==> config.mk <==
export PLATFORM = sky130hd
export DESIGN_NAME = disp_pkt_builder
export DESIGN_NICKNAME = d
export VERILOG_FILES = /design/src/rtl/disp_pkt_pkg.sv /design/src/rtl/disp_hdr_ecc.sv /design/src/rtl/disp_crc_step.sv /design/src/rtl/disp_pkt_seq.sv /design/src/rtl/disp_pkt_builder.sv
export SDC_FILE = /design/constraint.sdc
export NUM_CORES = 1
export LEC_CHECK = 0
export BUFFER_PORTS_ARGS = -buffer_cell sky130_fd_sc_hd__buf_4
export CAP_MARGIN = 20
export CELL_PAD_IN_SITES_DETAIL_PLACEMENT = 1
export CELL_PAD_IN_SITES_GLOBAL_PLACEMENT = 1
export CORE_MARGIN = 4
export CORE_UTILIZATION = 35
export DETAILED_ROUTE_END_ITERATION = 8
export GPL_ROUTABILITY_DRIVEN = 0
export PLACE_DENSITY_LB_ADDON = 0.1
export SLEW_MARGIN = 20
export SYNTH_ARGS = -nofsm -noshare
export SYNTH_HDL_FRONTEND = slang
export SYNTH_HIERARCHICAL = 1
export SYNTH_SLANG_ARGS = --single-unit
==> constraint.sdc <==
create_clock -name clk -period 2.4 [get_ports clk]
set_clock_uncertainty 0.05 [all_clocks]
set_input_delay 0.36 -clock clk [delete_from_list [all_inputs] [get_ports clk]]
set_output_delay 0.36 -clock clk [all_outputs]
set_load 0.03 [all_outputs]
==> src/rtl/disp_pkt_pkg.sv <==
package disp_pkt_pkg;
   typedef enum logic [2:0] {
      ST_IDLE, ST_DI, ST_W0, ST_W1, ST_ECC, ST_PAY, ST_CK0, ST_CK1
   } seq_st_e;

   localparam int ECC_BITS = 6;
   localparam int HDR_BITS = 24;

   // Parity coverage masks over the 24 header bits, one per ECC bit
   localparam logic [HDR_BITS-1:0] ECC_MASK [ECC_BITS] = '{
      24'hF12CB7, 24'hF2555B, 24'h749A6D,
      24'hB8E38E, 24'hDF03F0, 24'hEFFC00
   };

   // Long form: type bit 3 set with a non-zero low field
   function automatic logic dt_is_long(input logic [5:0] dt);
      return dt[3] & (|dt[2:0]);
   endfunction
endpackage

==> src/rtl/disp_hdr_ecc.sv <==
module disp_hdr_ecc
   import disp_pkt_pkg::*;
#(
   parameter int BYTE_W = 8
) (
   input  logic [HDR_BITS-1:0] hdr,
   output logic [BYTE_W-1:0]   ecc_byte
);
   localparam int PAD_W = BYTE_W - ECC_BITS;

   initial begin
      if (PAD_W < 0) $error("ECC byte narrower than parity field");
   end

   logic [ECC_BITS-1:0] par;

   generate
      for (genvar k = 0; k < ECC_BITS; k++) begin : g_par
         assign par[k] = ^(hdr & ECC_MASK[k]);
      end
      if (PAD_W > 0) begin : g_pad
         assign ecc_byte = {{PAD_W{1'b0}}, par};
      end else begin : g_nopad
         assign ecc_byte = par;
      end
   endgenerate
endmodule

==> src/rtl/disp_crc_step.sv <==
module disp_crc_step #(
   parameter int          CRC_W  = 16,
   parameter int          BYTE_W = 8,
   parameter logic [15:0] POLY_R = 16'h8408
) (
   input  logic [CRC_W-1:0]  crc_in,
   input  logic [BYTE_W-1:0] data,
   output logic [CRC_W-1:0]  crc_out
);
   initial begin
      if (CRC_W != 16) $error("checksum width must be 16");
   end

   logic [CRC_W-1:0] chain [BYTE_W+1];

   assign chain[0] = crc_in;

   generate
      for (genvar b = 0; b < BYTE_W; b++) begin : g_bit
         logic fb;
         assign fb = chain[b][0] ^ data[b];
         assign chain[b+1] = (chain[b] >> 1) ^ (fb ? POLY_R : '0);
      end
   endgenerate

   assign crc_out = chain[BYTE_W];
endmodule

==> src/rtl/disp_pkt_seq.sv <==
module disp_pkt_seq
   import disp_pkt_pkg::*;
#(
   parameter int          VC_W     = 2,
   parameter int          DT_W     = 6,
   parameter int          WC_W     = 16,
   parameter int          BYTE_W   = 8,
   parameter logic [15:0] CRC_INIT = 16'hFFFF,
   parameter logic [15:0] CRC_POLY = 16'h8408
) (
   input  logic              clk,
   input  logic              rst_n,
   input  logic              req_valid,
   output logic              req_ready,
   input  logic [VC_W-1:0]   req_vc,
   input  logic [DT_W-1:0]   req_dt,
   input  logic [WC_W-1:0]   req_word,
   input  logic              req_long,
   input  logic              pay_valid,
   output logic              pay_ready,
   input  logic [BYTE_W-1:0] pay_data,
   output logic              out_valid,
   input  logic              out_ready,
   output logic [BYTE_W-1:0] out_data,
   output logic              out_sop,
   output logic              out_eop
);
   localparam int CRC_W = 16;

   seq_st_e           st;
   logic [VC_W-1:0]   vc_q;
   logic [DT_W-1:0]   dt_q;
   logic [WC_W-1:0]   word_q;
   logic              long_q;
   logic [WC_W-1:0]   remain;
   logic [CRC_W-1:0]  crc_q;
   logic [CRC_W-1:0]  crc_nx;
   logic [BYTE_W-1:0] ecc_b;
   logic              out_fire;

   disp_hdr_ecc #(.BYTE_W(BYTE_W)) u_ecc (
      .hdr      ({word_q, vc_q, dt_q}),
      .ecc_byte (ecc_b)
   );

   disp_crc_step #(.CRC_W(CRC_W), .BYTE_W(BYTE_W), .POLY_R(CRC_POLY)) u_crc (
      .crc_in  (crc_q),
      .data    (pay_data),
      .crc_out (crc_nx)
   );

   assign req_ready = (st == ST_IDLE);
   assign out_fire  = out_valid && out_ready;

   always_comb begin
      out_valid = 1'b0;
      out_data  = '0;
      out_sop   = 1'b0;
      out_eop   = 1'b0;
      pay_ready = 1'b0;
      case (st)
         ST_DI: begin
            out_valid = 1'b1;
            out_data  = {vc_q, dt_q};
            out_sop   = 1'b1;
         end
         ST_W0: begin
            out_valid = 1'b1;
            out_data  = word_q[BYTE_W-1:0];
         end
         ST_W1: begin
            out_valid = 1'b1;
            out_data  = word_q[WC_W-1:BYTE_W];
         end
         ST_ECC: begin
            out_valid = 1'b1;
            out_data  = ecc_b;
            out_eop   = !long_q;
         end
         ST_PAY: begin
            out_valid = pay_valid;
            out_data  = pay_data;
            pay_ready = out_ready;
         end
         ST_CK0: begin
            out_valid = 1'b1;
            out_data  = crc_q[BYTE_W-1:0];
         end
         ST_CK1: begin
            out_valid = 1'b1;
            out_data  = crc_q[CRC_W-1:BYTE_W];
            out_eop   = 1'b1;
         end
         default: ;
      endcase
   end

   always_ff @(posedge clk) begin
      if (!rst_n) begin
         st     <= ST_IDLE;
         vc_q   <= '0;
         dt_q   <= '0;
         word_q <= '0;
         long_q <= 1'b0;
         remain <= '0;
         crc_q  <= CRC_INIT;
      end else begin
         case (st)
            ST_IDLE: if (req_valid) begin
               vc_q   <= req_vc;
               dt_q   <= req_dt;
               word_q <= req_word;
               long_q <= req_long;
               crc_q  <= CRC_INIT;
               st     <= ST_DI;
            end
            ST_DI: if (out_ready) st <= ST_W0;
            ST_W0: if (out_ready) st <= ST_W1;
            ST_W1: if (out_ready) st <= ST_ECC;
            ST_ECC: if (out_ready) begin
               if (!long_q)           st <= ST_IDLE;
               else if (word_q == '0) st <= ST_CK0;
               else begin
                  remain <= word_q;
                  st     <= ST_PAY;
               end
            end
            ST_PAY: if (out_fire) begin
               crc_q  <= crc_nx;
               remain <= remain - 1'b1;
               if (remain == WC_W'(1)) st <= ST_CK0;
            end
            ST_CK0: if (out_ready) st <= ST_CK1;
            ST_CK1: if (out_ready) st <= ST_IDLE;
            default: st <= ST_IDLE;
         endcase
      end
   end
endmodule

==> src/rtl/disp_pkt_builder.sv <==
module disp_pkt_builder
   import disp_pkt_pkg::*;
#(
   parameter int          VC_W     = 2,
   parameter int          DT_W     = 6,
   parameter int          WC_W     = 16,
   parameter int          BYTE_W   = 8,
   parameter logic [15:0] CRC_INIT = 16'hFFFF,
   parameter logic [15:0] CRC_POLY = 16'h8408
) (
   input  logic              clk,
   input  logic              rst_n,
   input  logic              req_valid,
   output logic              req_ready,
   input  logic [VC_W-1:0]   req_vc,
   input  logic [DT_W-1:0]   req_dt,
   input  logic [WC_W-1:0]   req_word,
   input  logic              pay_valid,
   output logic              pay_ready,
   input  logic [BYTE_W-1:0] pay_data,
   output logic              out_valid,
   input  logic              out_ready,
   output logic [BYTE_W-1:0] out_data,
   output logic              out_sop,
   output logic              out_eop
);
   initial begin
      if (VC_W + DT_W != BYTE_W) $error("identifier fields must fill one byte");
      if (WC_W != 2 * BYTE_W)    $error("word must span two bytes");
      if (VC_W + DT_W + WC_W != HDR_BITS) $error("header must be 24 bits");
      if (DT_W != 6)             $error("data type decode expects 6 bits");
   end

   logic is_long;
   assign is_long = dt_is_long(req_dt);

   disp_pkt_seq #(
      .VC_W(VC_W), .DT_W(DT_W), .WC_W(WC_W), .BYTE_W(BYTE_W),
      .CRC_INIT(CRC_INIT), .CRC_POLY(CRC_POLY)
   ) u_seq (
      .clk       (clk),
      .rst_n     (rst_n),
      .req_valid (req_valid),
      .req_ready (req_ready),
      .req_vc    (req_vc),
      .req_dt    (req_dt),
      .req_word  (req_word),
      .req_long  (is_long),
      .pay_valid (pay_valid),
      .pay_ready (pay_ready),
      .pay_data  (pay_data),
      .out_valid (out_valid),
      .out_ready (out_ready),
      .out_data  (out_data),
      .out_sop   (out_sop),
      .out_eop   (out_eop)
   );
endmodule

-- Yosys cells after proc, flatten, opt, wreduce, memory -nomap -nowiden
Cells that the tools add are included.
- ROM bits: 0
- memories kept: 0
- bits in writable memories: 0
- bits in registers: 60
- input port bits: 37
- logic and storage cells: 95
- output and inout port bits: 13
- bits in latches: 0
- magnitude comparators: 0
- add/subtract/negate cells: 1
- reduce and logical (&&, ||, !) cells: 18
- multipliers: 0
- bitwise operators: 17
- divide/modulo/power cells: 0
- equal/unequal tests: 19
- mux-type cells: 33
- shift operators: 0
- operators with widths (kind ; number):
    16-bit two-way mux ; 14
    24-bit XOR reduction ; 6
    15-bit by 16-bit XOR with 16-bit output ; 8
    16-bit one-hot mux with 2 select lines ; 2
    8-bit one-hot mux with 7 select lines ; 1
    3-bit two-way mux ; 10
    3-bit one-hot mux with 8 select lines ; 1
    16-bit by 1-bit equality test with 1-bit output, second input constant ; 1
    16-bit zero test ; 1
    2-bit inequality test, second input constant ; 8
    16-bit by 1-bit subtractor with 16-bit output, second input constant ; 1
    3-bit equality test, second input constant ; 4
    9-bit AND reduction ; 1
    1-bit XOR ; 8
    3-bit by 2-bit equality test with 1-bit output, second input constant ; 2
    2-bit by 1-bit inequality test with 1-bit output, second input constant ; 3
    6-bit OR reduction ; 1
    5-bit AND reduction ; 1
    1-bit one-hot mux with 2 select lines ; 2
    2-bit nonzero test ; 2
    3-bit by 1-bit equality test with 1-bit output, second input constant ; 1
    3-bit zero test ; 1
    3-bit AND reduction ; 1
    3-bit OR reduction ; 1
    other kinds (6) ; 7

-- Longest topological paths before layout
- depth in word-level cells: 26
- depth in mapped cells: 7
- depth with buffers taken out: 7

-- Modules after synthesis
The synthesis kept the hierarchy.
- by module, submodules not included (module ; area each (um^2) ; times used ; sequential area each (um^2) ; cells each):
    disp_pkt_seq ; 3315.7 ; 1 ; 1201.2 ; 424
    disp_hdr_ecc ; 524.3 ; 1 ; 0.0 ; 41
    disp_crc_step ; 409.1 ; 1 ; 0.0 ; 29
    disp_pkt_builder ; 8.8 ; 1 ; 0.0 ; 1

-- Least setup slack after synthesis
OpenSTA, ideal clock, no wires.
- kind: register to output
- start: reg u_seq.word_q[13]
- end: out out_data[3]
- slack: -0.080 ns
- required time: 1.990 ns
- stages on the path, launching flop included: 7
- path buffers: 0
- arrival time: 2.070 ns
- cell sequence: dfxtp_1 xor2_2 xnor3_1 xnor3_1 mux4_2 inv_1 a21oi_1
- cells in the longest elaborated chain, start to end: 2
- RTL lines (item ; line ; RTL):
    start, declared ; disp_pkt_seq.sv:33 ; logic [WC_W-1:0] word_q;
    start signal, assigned ; disp_pkt_seq.sv:112 ; word_q <= req_word;
    24-bit XOR reduction ; disp_hdr_ecc.sv:19 ; assign par[k] = ^(hdr & ECC_MASK[k]);
    named net u_seq.ecc_b[3] ; disp_pkt_seq.sv:38 ; logic [BYTE_W-1:0] ecc_b;
    8-bit one-hot mux with 7 select lines ; disp_pkt_seq.sv:61 ; case (st)
    end, declared ; disp_pkt_builder.sv:23 ; output logic [BYTE_W-1:0] out_data,
The timed path passes the listed nets, and every way through them passes these cells.

-- Worst setup path in the final report
- start: reg u_seq.dt_q[0]
- end: out out_data[0]
- cells in the longest elaborated chain, start to end: 2
- RTL lines (item ; line ; RTL):
    start, declared ; disp_pkt_seq.sv:32 ; logic [DT_W-1:0] dt_q;
    start signal, assigned ; disp_pkt_seq.sv:111 ; dt_q <= req_dt;
    24-bit XOR reduction ; disp_hdr_ecc.sv:19 ;
    named net u_seq.ecc_b[0] ; disp_pkt_seq.sv:38 ;
    8-bit one-hot mux with 7 select lines ; disp_pkt_seq.sv:61 ;
The timed path passes the listed nets, and every way through them passes these cells.

==> impl_metrics.toml <==
[synth]
synthTopCellsByCount = "69 x nand2_1, 60 x dfxtp_1, 41 x a21oi_1"
synth_edf_count = 0
synth_seq_cells = 60
yosys-top-cells-area = "dfxtp_1 28%, xnor3_1 7.9%, nand2_1 6.1%, xnor2_1 5.8%, a21oi_1 4.8%"
synth_flop_cell = "dfxtp_1"
synth.top_cell.area_share_pct = 28.21
yosysMostFrequentCell = "nand2_1"
async_flop_share_pct = 0
synth_cells = 495
synth-seq-area-share_pct = 28.21
synth_cell_types = 61
syn_area_per_cell_sq_um = 8.602
ys_warn_count = 6
syn_area_sq_mm = 0.004258
synth_top_area_cell = "dfxtp_1"

[cells_and_area]
fin_area_sq_mm = 0.005609
multi_input_area_sq_mm = 0.002953
area_growth_pct = 31.74
nets = 610
diodes = 0
seqCellArea_sq_mm = 0.001234
fill_cells = 1401
final_cells = 723
drive_gt1_share_pct = 33.68
utilization_pct = 46.89

[floorplan]
core_area_sq_mm = 0.01196
num_rows = 40
io_pins = 50
start_util_pct = 35.60
die_h_um = 118.3
die-area_sq_mm = 0.01399
die_width_um = 118.3

[sta]
tightest_slew_ns = 0.7101
slew_headroom_pct = 52.61
hold_violations = 0
rsz0062_at_grt = "true"
fin_ws_ns = -0.4441
period_share_pct = 118.5
setup_viol = 6
min_period_ns = 2.844
timing.fmax_mhz = 351.6
slew_viol_final = 0

[power]
power-per-cell-area_mw_per_mm2 = 1141
comb_power_share_pct = 58.0
p_sw_share_pct = 38.25
p_int_mw = 3.952
power_frac_seq_pct = 20.0
clockPowerShare_pct = 22.0
power.switching_mw = 2.449
p_leak_nw = 2.335
irDropWorstVdd_mv = 0.5834
total_power_mw = 6.401

[place]
dp_hpwl_mm = 10.08
post_dp_cell_area_sq_mm = 0.005024
pre_cts_ws_ns = -0.1774
dp_cells = 702
port_buffers = 49

[clock_network]
clockRootBuffer = "clkbuf_16"
cts_tree = "done"
clkTransAtPathRegs_ns = 0.06
clock-sinks = 60
clockBufferDepth = 2
numCtsBuffers = 9
clkLatencyLatePin_ns = 0.34
htreeDepth = 3
cts_hold_buf = 0

[status]
outcome = "complete, but fails checks"
violations = "negative setup slack"

[critical_path]
arrival_ns = 2.43
worst_ep_required_time_ns = 1.99
crit_type = "register to primary output"
cp_max_fo = 3
crit_path_end_kind = "primary output"
startpoint_type = "register"
r2r_slack_ns = 0.24

[job]
maxCapViolCount = 0

[routing]
wl_per_cell_um = 19.31
first_iter_violations = 206
drtPass1Iterations = 4
vias = 3884
ant_nets = 0
routed_wl_mm = 13.96
remaining_drc_errors = 0
vias_per_cell = 5.372

[global_routing]
antenna_found_initial = 0
grt_start_max_net_pins = 46
grt_pass1_wl_mm = 22.58
grt_pass1_vias = 4156
grt-ovfl-total = 0
grtUsageTotal_pct = 20.32

[min_path]
hold_path_class = "input port to register"
==> per-stage QoR <==
| stage | hold slack, ns | setup TNS, ns |
|---|---|---|
| 2_1_floorplan | 0.3882 | 0 |
| 3_3_place_gp | 0.4074 | -0.5849 |
| 3_5_place_dp | 0.4199 | -0.7878 |
| 4_1_cts | 0.2082 | -2.134 |
| 5_1_grt | 0.2168 | -2.633 |
| 6_report | 0.2114 | -2.040 |
==> sequential cells by signal (all words and copies together), names as in the netlist <==
name,count
u_seq/dt_q,6
u_seq/long_q,1
u_seq/st,3
u_seq/remain,16
u_seq/word_q,16
u_seq/crc_q,16
u_seq/vc_q,2
==> critical path, stage by stage (launching register included) <==
cell     delay [ns]
dfxtp_4        0.36
xnor3_1        0.43
xnor2_1        0.16
xnor3_1        0.41
mux4_2         0.48
inv_2          0.07
a21oi_2        0.05
buf_6          0.15
==> metal layers <==
metal / track usage [%] / vias up / share of wire [%]
met1: 25.73 / 1910 / 45
met2: 34.58 / 61 / 50
li1: - / 1896 / -
met4: 5.201 / 0 / 1.8
met5: 0 / - / 0
met3: 5.072 / 17 / 3.5
==> power groups by stage <==
stage               sequential, mW  clock (mW)  combinational, mW
finish                        1.28        1.41               3.71
global route                  1.29        1.48               3.98
CTS                           1.27        1.44               3.70
detailed placement            1.26           0               3.44
global placement              1.26           0               3.40
floorplan                     1.25           0               2.35
==> cell usage in the layout, fill, tap and decap left out, types with 5 or more instances in the layout <==
| master | n |
|---|---|
| a21boi_0 | 17 |
| a21o_1 | 9 |
| a21oi_1 | 37 |
| a221oi_1 | 8 |
| a22oi_1 | 6 |
| buf_4 | 96 |
| buf_6 | 9 |
| clkbuf_16 | 9 |
| dfxtp_1 | 42 |
| dfxtp_2 | 14 |
| inv_1 | 12 |
| mux2_2 | 10 |
| mux4_2 | 6 |
| nand2_1 | 69 |
| nand3_1 | 5 |
| nor2_1 | 31 |
| nor3_1 | 25 |
| nor4_1 | 9 |
| o211ai_1 | 5 |
| o21ai_0 | 25 |
| xnor2_1 | 13 |
| xnor2_2 | 17 |
| xnor3_1 | 15 |
| xor2_1 | 6 |
| xor3_1 | 6 |
==> kinds of logic (layout without fill, tap and decap cells) <==
logic type / Yosys count / in the layout / synth area share [%]
other: 1 / 2 / 0.08807
AO/OA/AOI/OAI: 131 / 131 / 19.78
buffers and inverters: 59 / 139 / 6.671
AND/OR/NAND/NOR: 164 / 164 / 18.25
XOR/XNOR: 62 / 62 / 20.60
multiplexers: 16 / 16 / 5.818
adder cells (fa/ha/maj): 2 / 2 / 0.5876
flip-flops: 60 / 60 / 28.21
==> repair_timing <==
item / CTS / global route
pin swaps: 21 / 6
gates resized for setup: 50 / 6
setup buffers: 5 / 2
endpoints found under the setup margin: 8 / 8
==> path summary, 6_finish.rpt <==
kind,start,end,cells past startpoint
setup / recovery,u_seq/dt_q[0],out_data[0],7
hold / removal,req_word[3],u_seq/word_q[3],3
setup reg to reg,u_seq/remain[1],u_seq/st[0],7
hold reg to reg,u_seq/remain[11],u_seq/remain[11],2
==> layout make-up <==
| type | count | share of cell area, % |
|---|---|---|
| inverters | 16 | 1.071 |
| well taps | 147 | 3.279 |
| clock inverters | 7 | 1.628 |
| multi-input cells | 377 | 52.64 |
| repair buffers | 107 | 15.37 |
| flip-flops and latches | 60 | 21.99 |
| clock buffers | 9 | 4.015 |
No activity file was read; power rests on OpenSTA's default activity.
